### src/rtl/cmsc_pkg.sv
package cmsc_pkg;

  // Word indices with behavioural meaning.
  localparam int unsigned WA_ID      = 0;
  localparam int unsigned WA_PROC    = 1;
  localparam int unsigned WA_OSC     = 2;
  localparam int unsigned WA_CTRL    = 3;
  localparam int unsigned WA_STAT    = 4;
  localparam int unsigned WA_LOCK    = 5;
  localparam int unsigned WA_AUX     = 7;
  localparam int unsigned WA_SDRAM   = 8;
  localparam int unsigned WA_INIT    = 9;
  localparam int unsigned WA_REFCNT  = 10;
  localparam int unsigned WA_FLG_SET = 12;
  localparam int unsigned WA_FLG_CLR = 13;
  localparam int unsigned WA_NVF_SET = 14;
  localparam int unsigned WA_NVF_CLR = 15;
  localparam int unsigned WA_VOLT_LO = 32;
  localparam int unsigned WA_VOLT_HI = 35;

  localparam logic [31:0] ID_WORD    = 32'h411A_3001;
  localparam logic [31:0] STAT_WORD  = 32'h0010_0000;
  localparam logic [31:0] OSC_RST    = 32'h0100_0048;
  localparam logic [31:0] AUX_RST    = 32'h0007_FEFF;
  localparam logic [31:0] INIT_RST   = 32'h0000_0112;
  localparam logic [31:0] SDRAM_BASE = 32'h0001_1122;
  localparam logic [15:0] UNLOCK_KEY = 16'hA05F;

  localparam int unsigned CB_LED   = 0;
  localparam int unsigned CB_REMAP = 2;
  localparam int unsigned CB_RESET = 3;

  typedef struct packed {
    logic rd_ok;
    logic wr_ok;
  } acc_t;

  function automatic logic [31:0] sdram_size_code(int unsigned mb);
    if (mb >= 256)      return 32'h10;
    else if (mb >= 128) return 32'h0C;
    else if (mb >= 64)  return 32'h08;
    else if (mb >= 32)  return 32'h04;
    else                return 32'h00;
  endfunction

endpackage

### src/rtl/cmsc_keyed_regs.sv
module cmsc_keyed_regs
  import cmsc_pkg::*;
(
  input  logic        clk_i,
  input  logic        rst_ni,
  input  logic        lock_we_i,
  input  logic        osc_we_i,
  input  logic        aux_we_i,
  input  logic [31:0] wdata_i,
  output logic [31:0] lock_rd_o,
  output logic [31:0] osc_o,
  output logic [31:0] aux_o
);

  logic [15:0] key_q, key_d;
  logic [31:0] osc_q, osc_d, aux_q, aux_d;
  logic        unlocked;
  logic        key_en, osc_en, aux_en;

  assign unlocked = (key_q == UNLOCK_KEY);

  always_comb begin
    key_en = lock_we_i;
    osc_en = osc_we_i & unlocked;
    aux_en = aux_we_i & unlocked;
    key_d  = wdata_i[15:0];
    osc_d  = wdata_i;
    aux_d  = wdata_i;
  end

  always_ff @(posedge clk_i or negedge rst_ni) begin
    if (!rst_ni) begin
      key_q <= '0;
      osc_q <= OSC_RST;
      aux_q <= AUX_RST;
    end else begin
      if (key_en) key_q <= key_d;
      if (osc_en) osc_q <= osc_d;
      if (aux_en) aux_q <= aux_d;
    end
  end

  assign lock_rd_o = {15'd0, unlocked, key_q};
  assign osc_o     = osc_q;
  assign aux_o     = aux_q;

  // locked writes leave the oscillator words untouched
  a_r3_osc_locked: assert property (@(posedge clk_i) disable iff (!rst_ni)
    (osc_we_i && !lock_rd_o[16]) |=> $stable(osc_o));
  a_r3_aux_locked: assert property (@(posedge clk_i) disable iff (!rst_ni)
    (aux_we_i && !lock_rd_o[16]) |=> $stable(aux_o));
  // key readback reflects the written low half
  a_r2_key_store: assert property (@(posedge clk_i) disable iff (!rst_ni)
    lock_we_i |=> (lock_rd_o[15:0] == $past(wdata_i[15:0])));

endmodule

### src/rtl/cmsc_setclr_reg.sv
module cmsc_setclr_reg #(
  parameter int unsigned WIDTH = 32
) (
  input  logic             clk_i,
  input  logic             rst_ni,
  input  logic             set_we_i,
  input  logic             clr_we_i,
  input  logic [WIDTH-1:0] wdata_i,
  output logic [WIDTH-1:0] q_o
);

  logic [WIDTH-1:0] q_q, q_d, set_mask, clr_mask;
  logic             en;

  always_comb begin
    set_mask = set_we_i ? wdata_i : '0;
    clr_mask = clr_we_i ? wdata_i : '0;
    q_d      = (q_q | set_mask) & ~clr_mask;
    en       = set_we_i | clr_we_i;
  end

  always_ff @(posedge clk_i or negedge rst_ni) begin
    if (!rst_ni)  q_q <= '0;
    else if (en)  q_q <= q_d;
  end

  assign q_o = q_q;

  // set bits appear, cleared bits vanish, nothing else moves
  a_r6_set_sticks: assert property (@(posedge clk_i) disable iff (!rst_ni)
    (set_we_i && !clr_we_i) |=> ((q_o & $past(wdata_i)) == $past(wdata_i)));
  a_r6_clr_drops: assert property (@(posedge clk_i) disable iff (!rst_ni)
    clr_we_i |=> ((q_o & $past(wdata_i)) == '0));
  a_r6_idle_hold: assert property (@(posedge clk_i) disable iff (!rst_ni)
    (!set_we_i && !clr_we_i) |=> $stable(q_o));

endmodule

### src/rtl/cmsc_ctrl.sv
module cmsc_ctrl
  import cmsc_pkg::*;
(
  input  logic        clk_i,
  input  logic        rst_ni,
  input  logic        ctrl_we_i,
  input  logic [31:0] wdata_i,
  output logic [31:0] ctrl_rd_o,
  output logic        led_o,
  output logic        remap_o,
  output logic        rst_req_o
);

  logic led_q, led_d, remap_q, remap_d, req_q, req_d;

  always_comb begin
    led_d   = wdata_i[CB_LED];
    remap_d = wdata_i[CB_REMAP];
    req_d   = ctrl_we_i & wdata_i[CB_RESET];
  end

  always_ff @(posedge clk_i or negedge rst_ni) begin
    if (!rst_ni) begin
      led_q   <= 1'b0;
      remap_q <= 1'b0;
      req_q   <= 1'b0;
    end else begin
      if (ctrl_we_i) begin
        led_q   <= led_d;
        remap_q <= remap_d;
      end
      req_q <= req_d;
    end
  end

  always_comb begin
    ctrl_rd_o           = '0;
    ctrl_rd_o[CB_LED]   = led_q;
    ctrl_rd_o[CB_REMAP] = remap_q;
  end

  assign led_o     = led_q;
  assign remap_o   = remap_q;
  assign rst_req_o = req_q;

  // request pulse follows exactly the writes carrying the reset bit
  a_r5_req_after_write: assert property (@(posedge clk_i) disable iff (!rst_ni)
    (ctrl_we_i && wdata_i[CB_RESET]) |=> rst_req_o);
  a_r5_no_req_otherwise: assert property (@(posedge clk_i) disable iff (!rst_ni)
    !(ctrl_we_i && wdata_i[CB_RESET]) |=> !rst_req_o);
  // outputs move only on a control write
  a_r4_led_hold: assert property (@(posedge clk_i) disable iff (!rst_ni)
    !ctrl_we_i |=> ($stable(led_o) && $stable(remap_o)));

endmodule

### src/rtl/cmsc_refcnt.sv
module cmsc_refcnt #(
  parameter int unsigned PRESCALE = 3,
  parameter int unsigned CNT_W    = 32
) (
  input  logic             clk_i,
  input  logic             rst_ni,
  output logic [CNT_W-1:0] count_o
);

  logic             tick;
  logic [CNT_W-1:0] cnt_q, cnt_d;

  generate
    if (PRESCALE <= 1) begin : g_no_div
      assign tick = 1'b1;
    end else begin : g_div
      localparam int unsigned PS_W = $clog2(PRESCALE);
      localparam logic [PS_W-1:0] PS_LAST = PS_W'(PRESCALE - 1);
      logic [PS_W-1:0] ps_q, ps_d;
      assign tick = (ps_q == PS_LAST);
      assign ps_d = tick ? '0 : ps_q + 1'b1;
      always_ff @(posedge clk_i or negedge rst_ni) begin
        if (!rst_ni) ps_q <= '0;
        else         ps_q <= ps_d;
      end
    end
  endgenerate

  assign cnt_d = cnt_q + 1'b1;

  always_ff @(posedge clk_i or negedge rst_ni) begin
    if (!rst_ni)   cnt_q <= '0;
    else if (tick) cnt_q <= cnt_d;
  end

  assign count_o = cnt_q;

  // the counter only ever steps by one
  a_r9_unit_step: assert property (@(posedge clk_i) disable iff (!rst_ni)
    !$stable(count_o) |-> (count_o == $past(count_o) + 1'b1));

endmodule

### src/rtl/cm_sysctrl.sv
module cm_sysctrl
  import cmsc_pkg::*;
#(
  parameter int unsigned ADDR_W   = 6,
  parameter int unsigned MEM_MB   = 128,
  parameter int unsigned PRESCALE = 3
) (
  input  logic              clk_i,
  input  logic              rst_ni,
  input  logic              bus_sel_i,
  input  logic              bus_wr_i,
  input  logic [ADDR_W-1:0] bus_addr_i,
  input  logic [31:0]       bus_wdata_i,
  output logic [31:0]       bus_rdata_o,
  output logic              bus_err_o,
  output logic              led_o,
  output logic              remap_o,
  output logic              sys_rst_req_o
);

  localparam int unsigned CNT_W     = 32;
  localparam logic [31:0] SDRAM_RST = SDRAM_BASE | sdram_size_code(MEM_MB);

  logic [31:0] widx;
  acc_t        dec;
  logic        rd_acc, wr_acc;
  logic        osc_we, ctrl_we, lock_we, aux_we, sdram_we, init_we;
  logic        flg_set, flg_clr, nvf_set, nvf_clr;
  logic [31:0] lock_rd, osc_w, aux_w, ctrl_rd, flags_w, nvflags_w, count_w;
  logic [31:0] sdram_q, init_q, rmux;
  logic        err_q, err_d;
  logic        in_volt;

  assign widx    = 32'(bus_addr_i);
  assign rd_acc  = bus_sel_i & ~bus_wr_i;
  assign wr_acc  = bus_sel_i &  bus_wr_i;
  assign in_volt = (widx >= WA_VOLT_LO) && (widx <= WA_VOLT_HI);

  // Decode of which indices are defined per direction.
  always_comb begin
    dec = '{rd_ok: 1'b0, wr_ok: 1'b0};
    unique case (widx)
      WA_ID, WA_PROC, WA_STAT, WA_REFCNT:  dec.rd_ok = 1'b1;
      WA_OSC, WA_CTRL, WA_LOCK, WA_AUX,
      WA_SDRAM, WA_INIT,
      WA_FLG_SET, WA_NVF_SET:              dec = '{rd_ok: 1'b1, wr_ok: 1'b1};
      WA_FLG_CLR, WA_NVF_CLR:              dec.wr_ok = 1'b1;
      default: if (in_volt)                dec = '{rd_ok: 1'b1, wr_ok: 1'b1};
    endcase
  end

  always_comb begin
    osc_we   = wr_acc && (widx == WA_OSC);
    ctrl_we  = wr_acc && (widx == WA_CTRL);
    lock_we  = wr_acc && (widx == WA_LOCK);
    aux_we   = wr_acc && (widx == WA_AUX);
    sdram_we = wr_acc && (widx == WA_SDRAM);
    init_we  = wr_acc && (widx == WA_INIT);
    flg_set  = wr_acc && (widx == WA_FLG_SET);
    flg_clr  = wr_acc && (widx == WA_FLG_CLR);
    nvf_set  = wr_acc && (widx == WA_NVF_SET);
    nvf_clr  = wr_acc && (widx == WA_NVF_CLR);
  end

  cmsc_keyed_regs u_keyed (
    .clk_i     (clk_i),
    .rst_ni    (rst_ni),
    .lock_we_i (lock_we),
    .osc_we_i  (osc_we),
    .aux_we_i  (aux_we),
    .wdata_i   (bus_wdata_i),
    .lock_rd_o (lock_rd),
    .osc_o     (osc_w),
    .aux_o     (aux_w)
  );

  cmsc_ctrl u_ctrl (
    .clk_i     (clk_i),
    .rst_ni    (rst_ni),
    .ctrl_we_i (ctrl_we),
    .wdata_i   (bus_wdata_i),
    .ctrl_rd_o (ctrl_rd),
    .led_o     (led_o),
    .remap_o   (remap_o),
    .rst_req_o (sys_rst_req_o)
  );

  cmsc_setclr_reg #(.WIDTH(32)) u_flags (
    .clk_i    (clk_i),
    .rst_ni   (rst_ni),
    .set_we_i (flg_set),
    .clr_we_i (flg_clr),
    .wdata_i  (bus_wdata_i),
    .q_o      (flags_w)
  );

  cmsc_setclr_reg #(.WIDTH(32)) u_nvflags (
    .clk_i    (clk_i),
    .rst_ni   (rst_ni),
    .set_we_i (nvf_set),
    .clr_we_i (nvf_clr),
    .wdata_i  (bus_wdata_i),
    .q_o      (nvflags_w)
  );

  cmsc_refcnt #(.PRESCALE(PRESCALE), .CNT_W(CNT_W)) u_refcnt (
    .clk_i   (clk_i),
    .rst_ni  (rst_ni),
    .count_o (count_w)
  );

  // Plain full-width memory setup words.
  always_ff @(posedge clk_i or negedge rst_ni) begin
    if (!rst_ni) begin
      sdram_q <= SDRAM_RST;
      init_q  <= INIT_RST;
    end else begin
      if (sdram_we) sdram_q <= bus_wdata_i;
      if (init_we)  init_q  <= bus_wdata_i;
    end
  end

  // Read mux; voltage words and unknown indices fall to zero.
  always_comb begin
    unique case (widx)
      WA_ID:      rmux = ID_WORD;
      WA_OSC:     rmux = osc_w;
      WA_CTRL:    rmux = ctrl_rd;
      WA_STAT:    rmux = STAT_WORD;
      WA_LOCK:    rmux = lock_rd;
      WA_AUX:     rmux = aux_w;
      WA_SDRAM:   rmux = sdram_q;
      WA_INIT:    rmux = init_q;
      WA_REFCNT:  rmux = count_w;
      WA_FLG_SET: rmux = flags_w;
      WA_NVF_SET: rmux = nvflags_w;
      default:    rmux = '0;
    endcase
  end

  assign bus_rdata_o = (rd_acc && dec.rd_ok) ? rmux : '0;

  assign err_d = bus_sel_i & ~(bus_wr_i ? dec.wr_ok : dec.rd_ok);

  always_ff @(posedge clk_i or negedge rst_ni) begin
    if (!rst_ni) err_q <= 1'b0;
    else         err_q <= err_d;
  end

  assign bus_err_o = err_q;

  // an error flag always traces back to an access one cycle earlier
  a_r10_err_needs_access: assert property (@(posedge clk_i) disable iff (!rst_ni)
    bus_err_o |-> $past(bus_sel_i));
  // undefined reads return zero
  a_r10_bad_read_zero: assert property (@(posedge clk_i) disable iff (!rst_ni)
    (rd_acc && !dec.rd_ok) |-> (bus_rdata_o == '0));
  // identity word is constant
  a_r1_id_const: assert property (@(posedge clk_i) disable iff (!rst_ni)
    (rd_acc && (widx == WA_ID)) |-> (bus_rdata_o == 32'h411A_3001));
  // full-width store of the SDRAM word
  a_r8_sdram_store: assert property (@(posedge clk_i) disable iff (!rst_ni)
    sdram_we |=> (sdram_q == $past(bus_wdata_i)));

endmodule

### config.mk
export PLATFORM = sky130hd
export DESIGN_NAME = cm_sysctrl
export DESIGN_NICKNAME = d
export VERILOG_FILES = /design/src/rtl/cmsc_pkg.sv /design/src/rtl/cmsc_keyed_regs.sv /design/src/rtl/cmsc_setclr_reg.sv /design/src/rtl/cmsc_ctrl.sv /design/src/rtl/cmsc_refcnt.sv /design/src/rtl/cm_sysctrl.sv
export SDC_FILE = /design/constraint.sdc
export NUM_CORES = 1
export LEC_CHECK = 0
export BUFFER_PORTS_ARGS = -buffer_cell sky130_fd_sc_hd__buf_2
export CAP_MARGIN = 20
export CORE_UTILIZATION = 36
export CTS_CLUSTER_DIAMETER = 200
export DETAILED_ROUTE_END_ITERATION = 10
export GPL_TIMING_DRIVEN = 0
export REMOVE_ABC_BUFFERS = 1
export SYNTH_ARGS = -nofsm -noshare
export SYNTH_HDL_FRONTEND = slang
export SYNTH_HIERARCHICAL = 1
export SYNTH_SLANG_ARGS = --single-unit
export TNS_END_PERCENT = 30
### constraint.sdc
create_clock -name clk_i -period 7.8 [get_ports clk_i]
set_clock_uncertainty 0.1 [all_clocks]
set_input_delay 1.56 -clock clk_i [delete_from_list [all_inputs] [get_ports clk_i]]
set_output_delay 1.56 -clock clk_i [all_outputs]
set_load 0.05 [all_outputs]
# [After elaboration in Yosys (flattened, before gate mapping)]
# Cells that the tools add are included.
[totals] register_bits=246 input_bits=42 output_inout_bits=36 elab_cells=76
[classes] addsub=2 n_lt_le_gt_ge=2 n_eq_ne=15 muxes=11 bitwise_logic=16 reduce_logical=17
[op_table] operator="32-bit case mux with 11 select lines" count=1
[op_table] operator="32-bit two-way mux" count=5
[op_table] operator="32-bit AND" count=2
[op_table] operator="32-bit NOT" count=2
[op_table] operator="32-bit OR" count=2
[op_table] operator="6-bit by 4-bit equality test with 1-bit output (second input constant)" count=7
[op_table] operator="32-bit by 1-bit adder with 32-bit output (second input constant)" count=1
[op_table] operator="32-bit logical NOT" count=1
[op_table] operator="6-bit by 3-bit equality test with 1-bit output (second input constant)" count=3
[op_table] operator="16-bit equality test (second input constant)" count=1
[op_table] operator="6-bit by 2-bit equality test with 1-bit output (second input constant)" count=2
[op_table] operator="1-bit logical AND" count=12
[op_table] operator="12-bit OR reduction" count=1
[op_table] operator="10-bit OR reduction" count=1
[op_table] operator="1-bit AND" count=6
[op_table] operator="6-bit by 1-bit equality test with 1-bit output (second input constant)" count=1
[op_table] operator="6-bit greater-or-equal comparator (second input constant)" count=1
[op_table] operator="6-bit less-or-equal comparator (second input constant)" count=1
[op_table] operator="2-bit two-way mux" count=2
[op_table] operator="1-bit case mux with 2 select lines" count=2
[op_table] operator="4-bit OR reduction" count=1
[op_table] operator="2-bit by 1-bit adder with 2-bit output (second input constant)" count=1
[op_table] operator="2-bit equality test (second input constant)" count=1
[op_table] operator="1-bit NOT" count=2
[op_table] operator="3 further kinds" count=4

# [Depth between registers and ports, before layout]
[depth] ltp_word=7 ltp_mapped=8 ltp_nobuf=6

# [Hierarchy]
# Netlist, hierarchy kept.
[by_module_without_submodules] mod="cm_sysctrl" instances=1 cells_each=506 area_each_um2=5006.1 seq_area_each_um2=1639.1
[by_module_without_submodules] mod="cmsc_keyed_regs" instances=1 cells_each=193 area_each_um2=3175.5 seq_area_each_um2=2028.2
[by_module_without_submodules] mod="cmsc_setclr_reg" instances=2 cells_each=102 area_each_um2=1169.9 seq_area_each_um2=800.8
[by_module_without_submodules] mod="cmsc_refcnt" instances=1 cells_each=140 area_each_um2=1610.3 seq_area_each_um2=850.8
[by_module_without_submodules] mod="cmsc_ctrl" instances=1 cells_each=39 area_each_um2=349.1 seq_area_each_um2=75.1

# [Worst setup path after synthesis]
# Ideal clock, no wire load.
[synth_timing] path_kind="input -> output" from="in bus_addr_i[5]" to="out bus_rdata_o[10]" arrival_time_ns=3.756 t_required_ns=6.140 setup_slack_ns=2.384 path_stages=7 n_path_buf=3 path_cell_list="buf_2 -> or3b_1 -> buf_2 -> nor3_4 -> clkbuf_1 -> a221oi_1 -> a31oi_1"
[synth_via] elab_chain_len=6 elab_cells_between_ends=24 classes_between="2 x order compare; 13 x eq/ne; 4 x mux; 5 x reduce/logical"
[synth_rtl] item="from (decl)" line="cm_sysctrl.sv:12" rtl="input logic [ADDR_W-1:0] bus_addr_i,"
[synth_rtl] item="6-bit greater-or-equal comparator / 6-bit less-or-equal comparator (equally long branches)" line="cm_sysctrl.sv:37" rtl="assign in_volt = (widx >= WA_VOLT_LO) && (widx <= WA_VOLT_HI);"
[synth_rtl] item="1-bit logical AND" line="cm_sysctrl.sv:37"
[synth_rtl] item="2-bit two-way mux" line="cm_sysctrl.sv:48" rtl="default: if (in_volt) dec = '{rd_ok: 1'b1, wr_ok: 1'b1};"
[synth_rtl] item="1-bit case mux with 2 select lines" line="cm_sysctrl.sv:42" rtl="unique case (widx)"
[synth_rtl] item="1-bit logical AND" line="cm_sysctrl.sv:141" rtl="assign bus_rdata_o = (rd_acc && dec.rd_ok) ? rmux : '0;"
[synth_rtl] item="32-bit two-way mux *" line="cm_sysctrl.sv:141"
[synth_rtl] item="to (decl)" line="cm_sysctrl.sv:14" rtl="output logic [31:0] bus_rdata_o,"
# Mark *: on every way between the ends. The rest lies on a longest branch, timed or not.

# [Worst setup path after layout]
[layout_timing] from="in bus_addr_i[0]" to="out bus_rdata_o[11]"
# The elaborated chain is that of the path after synthesis.

==> metrics.cfg <==
[place]
dp_cells=1553
dp_slack_ps=1780
gp_congestion=0.720
dp.final_hpwl_mm=21.5
port_buffers=77

[die]
rows=67
fp.dieH_um=188
coreArea_sq_um=33800
die-width_um=188
start_util_pct=36.9
die_area_sq_um=35400
io_pins=78

[synth]
synth_flop_cell=dfrtp_1
ys_ff_latch=246
synth_seq_area_share_pct=49.6
async_reset_ff_share_pct=100
synth.area.top_cells=dfrtp_1 43%, mux2_1 8.2%, mux2_2 7.9%
synthTopCellsByCount=215 x dfrtp_1, 136 x a21oi_1, 91 x mux2_1, 88 x mux2_2
synth_top_area_share_pct=43.1
avgSynthCellArea_sq_um=11.5
synth_cell_types=64
yosysTopAreaCell=dfrtp_1
synth-edff-count=0
netlist_instances=1082
yosys_warnings=6
synthesis.area_sq_um=12500
yosysMostFrequentCell=dfrtp_1

[route]
routed_wl_mm=32.7
dr_total_vias=8757
final_antenna_net_count=0
wl_per_cell_um=20.4
dr.pass1.iters=5
dr.first_iter.drc_count=559
drc=0
viasPerCell=5.45

[clock_network]
clk_path_buf_depth=3
clock_sinks=246
root_buffer=clkbuf_16
tritoncts=done
clock_latency_ps=550
htreeDepth=1
cts_hold_buffers=0
path_clk_slew_ps=60
cts_made_buffers=29
cts_resized=0
post-cts-setup-buffers=0

[critical_path]
endpoint_kind=primary output
critPathKind=primary input to primary output
cp.arrival_ps=4310
cp.required_ps=6140
cp_max_fo=25
crit_path_start_kind=primary input

[grt]
antenna_found_initial=0
grt_pass1_vias=8991
grt_overflow=0
grt_max_degree=107
track_usage_pct=18.8
grt_pass1_wl_mm=52.4

[cells_and_area]
final_cells=1608
drive_above_1_share_pct=27.1
multi_input_area_sq_um=5710
final_nets=1180
diodes=0
fillers=3192
area_growth_pct=14.8
seqCellArea_sq_um=6190

[timing]
rsz0062_at_grt=no
hold_viol_final=0
setup_slack_ps=1830
layout_min_cycle_time_ps=5970
tightest_slew_ps=1020
fmax_mhz=167
slew_headroom_pct=32.0
final-max-slew-violation-count=0
whs_ps=362
setup_viol=0
fin_crit_sh_pct=76.6

[pwr]
power.net_switching_uw=706
p_per_area_nw_per_um2=209
clockPowerShare_pct=46.7
p_comb_share_pct=7.2
ir_drop_v=0.000168
switching_share_pct=23.6
p_seq_share_pct=46.1
power.leakage_nw=6.59
p_int_mw=2.28

[min_path]
min_path_type=flip-flop to flip-flop

[run_status]
status=finished, final reports clean

[run]
drv_cap=0

-- routing by layer --
layer / wire, um / share of wire (%) / vias to the layer above / global-route usage (%)
met5: 0 / 0 / - / 0
met4: 871 / 2.7 / 0 / 6.10
met3: 1380 / 4.2 / 59 / 2.55
met2: 16100 / 49 / 206 / 31.9
met1: 14400 / 44 / 4453 / 24.8
li1: - / - / 4039 / -
-- cells in the final DEF (no fill, tap or decap), types with 6 or more instances in the layout --
cell type and instances:
nor3_2 7, buf_4 11, and3_1 7, a31oi_1 29, nor4_2 6, buf_2 75
a22o_1 23, a221oi_1 28, mux2i_1 28, a22oi_1 29, conb_1 45, xnor2_1 14
nor2_1 13, nand3_1 12, dfrtp_1 215, clkinv_2 7, nand2_1 48, mux2_1 91
nand3b_1 6, nand4_1 9, clkbuf_8 8, xor2_1 17, nor3_1 33, clkbuf_16 29
dfstp_2 31, a21oi_1 136, buf_12 6, inv_1 11, mux2_2 88, o21ai_0 7
-- state kept, by name, summed over array words and instances (netlist names) --
register             flops
u_ctrl/remap_o           1
u_refcnt/count_o        32
sdram_q                 32
u_refcnt/g_div.ps_q      2
u_nvflags/q_o           32
u_keyed/osc_o           32
bus_err_o                1
u_flags/q_o             32
u_keyed/aux_o           32
u_ctrl/led_o             1
init_q                  32
u_keyed/key_q           16
u_ctrl/rst_req_o         1
-- through the flow --
step | utilization (%) | power (mW) | instance area (sq um) | setup TNS [ps]
after floorplan | - | 1.50 | 11900 | 0
after global routing | 42.4 | 3.10 | 14300 | 0
after detailed placement | 39.4 | 1.62 | 13300 | 0
after CTS | 42.3 | 3.02 | 14300 | 0
after global placement | 38.0 | 1.60 | 12800 | -36300
final | 42.4 | 2.99 | 14300 | 0
-- cell families after synthesis --
logic type / count (synthesis) / synth area share [%]
other: 2 / 0.0602
buffers and inverters: 134 / 6.36
and+or+nand+nor: 190 / 9.23
DFF: 246 / 49.6
xor gates and xnor gates: 31 / 2.18
muxes: 209 / 18.8
AOI/OAI and AO/OA: 269 / 13.7
adders and majority gates: 1 / 0.100
-- path summary, 6_finish.rpt --
| kind | cells after the start | from | to | slack [ps] |
|---|---|---|---|---|
| worst min register to register | 1 | u_refcnt/g_div.ps_q[0] | u_refcnt/g_div.ps_q[0] | 360 |
| max in group asynchronous | 3 | rst_ni | u_keyed/aux_o[17] | 5420 |
| min in group asynchronous | 1 | rst_ni | u_keyed/aux_o[19] | 850 |
| worst min-delay path | 1 | u_refcnt/g_div.ps_q[0] | u_refcnt/g_div.ps_q[0] | 360 |
| worst max-delay path | 8 | bus_addr_i[0] | bus_rdata_o[11] | 1830 |
| worst max register to register | 4 | u_keyed/key_q[10] | u_keyed/osc_o[10] | 4820 |
-- layout make-up --
class	count	area share [%]
inverter	11	0.288
sequential	246	43.2
clock buffer	41	5.94
tap	448	3.91
clock inverter	13	1.05
timing repair buffer	104	5.68
multi-input combinational	745	39.9
-- worst max-delay path, stage by stage --
cell and delay (ps):
buf_2 180, or3b_2 630, buf_12 250, nor3_4 680, buf_16 240, a221oi_1 90, a31oi_1 330, buf_2 330
-- power groups by stage --
stage | clock network, mW | logic, mW | registers, mW
CTS | 1.43 | 0.219 | 1.38
detailed placement | 0 | 0.218 | 1.40
global route | 1.48 | 0.241 | 1.38
global placement | 0 | 0.202 | 1.40
finish | 1.39 | 0.216 | 1.38
floorplan | 0 | 0.102 | 1.39
Note: power is estimated with default switching activity, not from simulation.
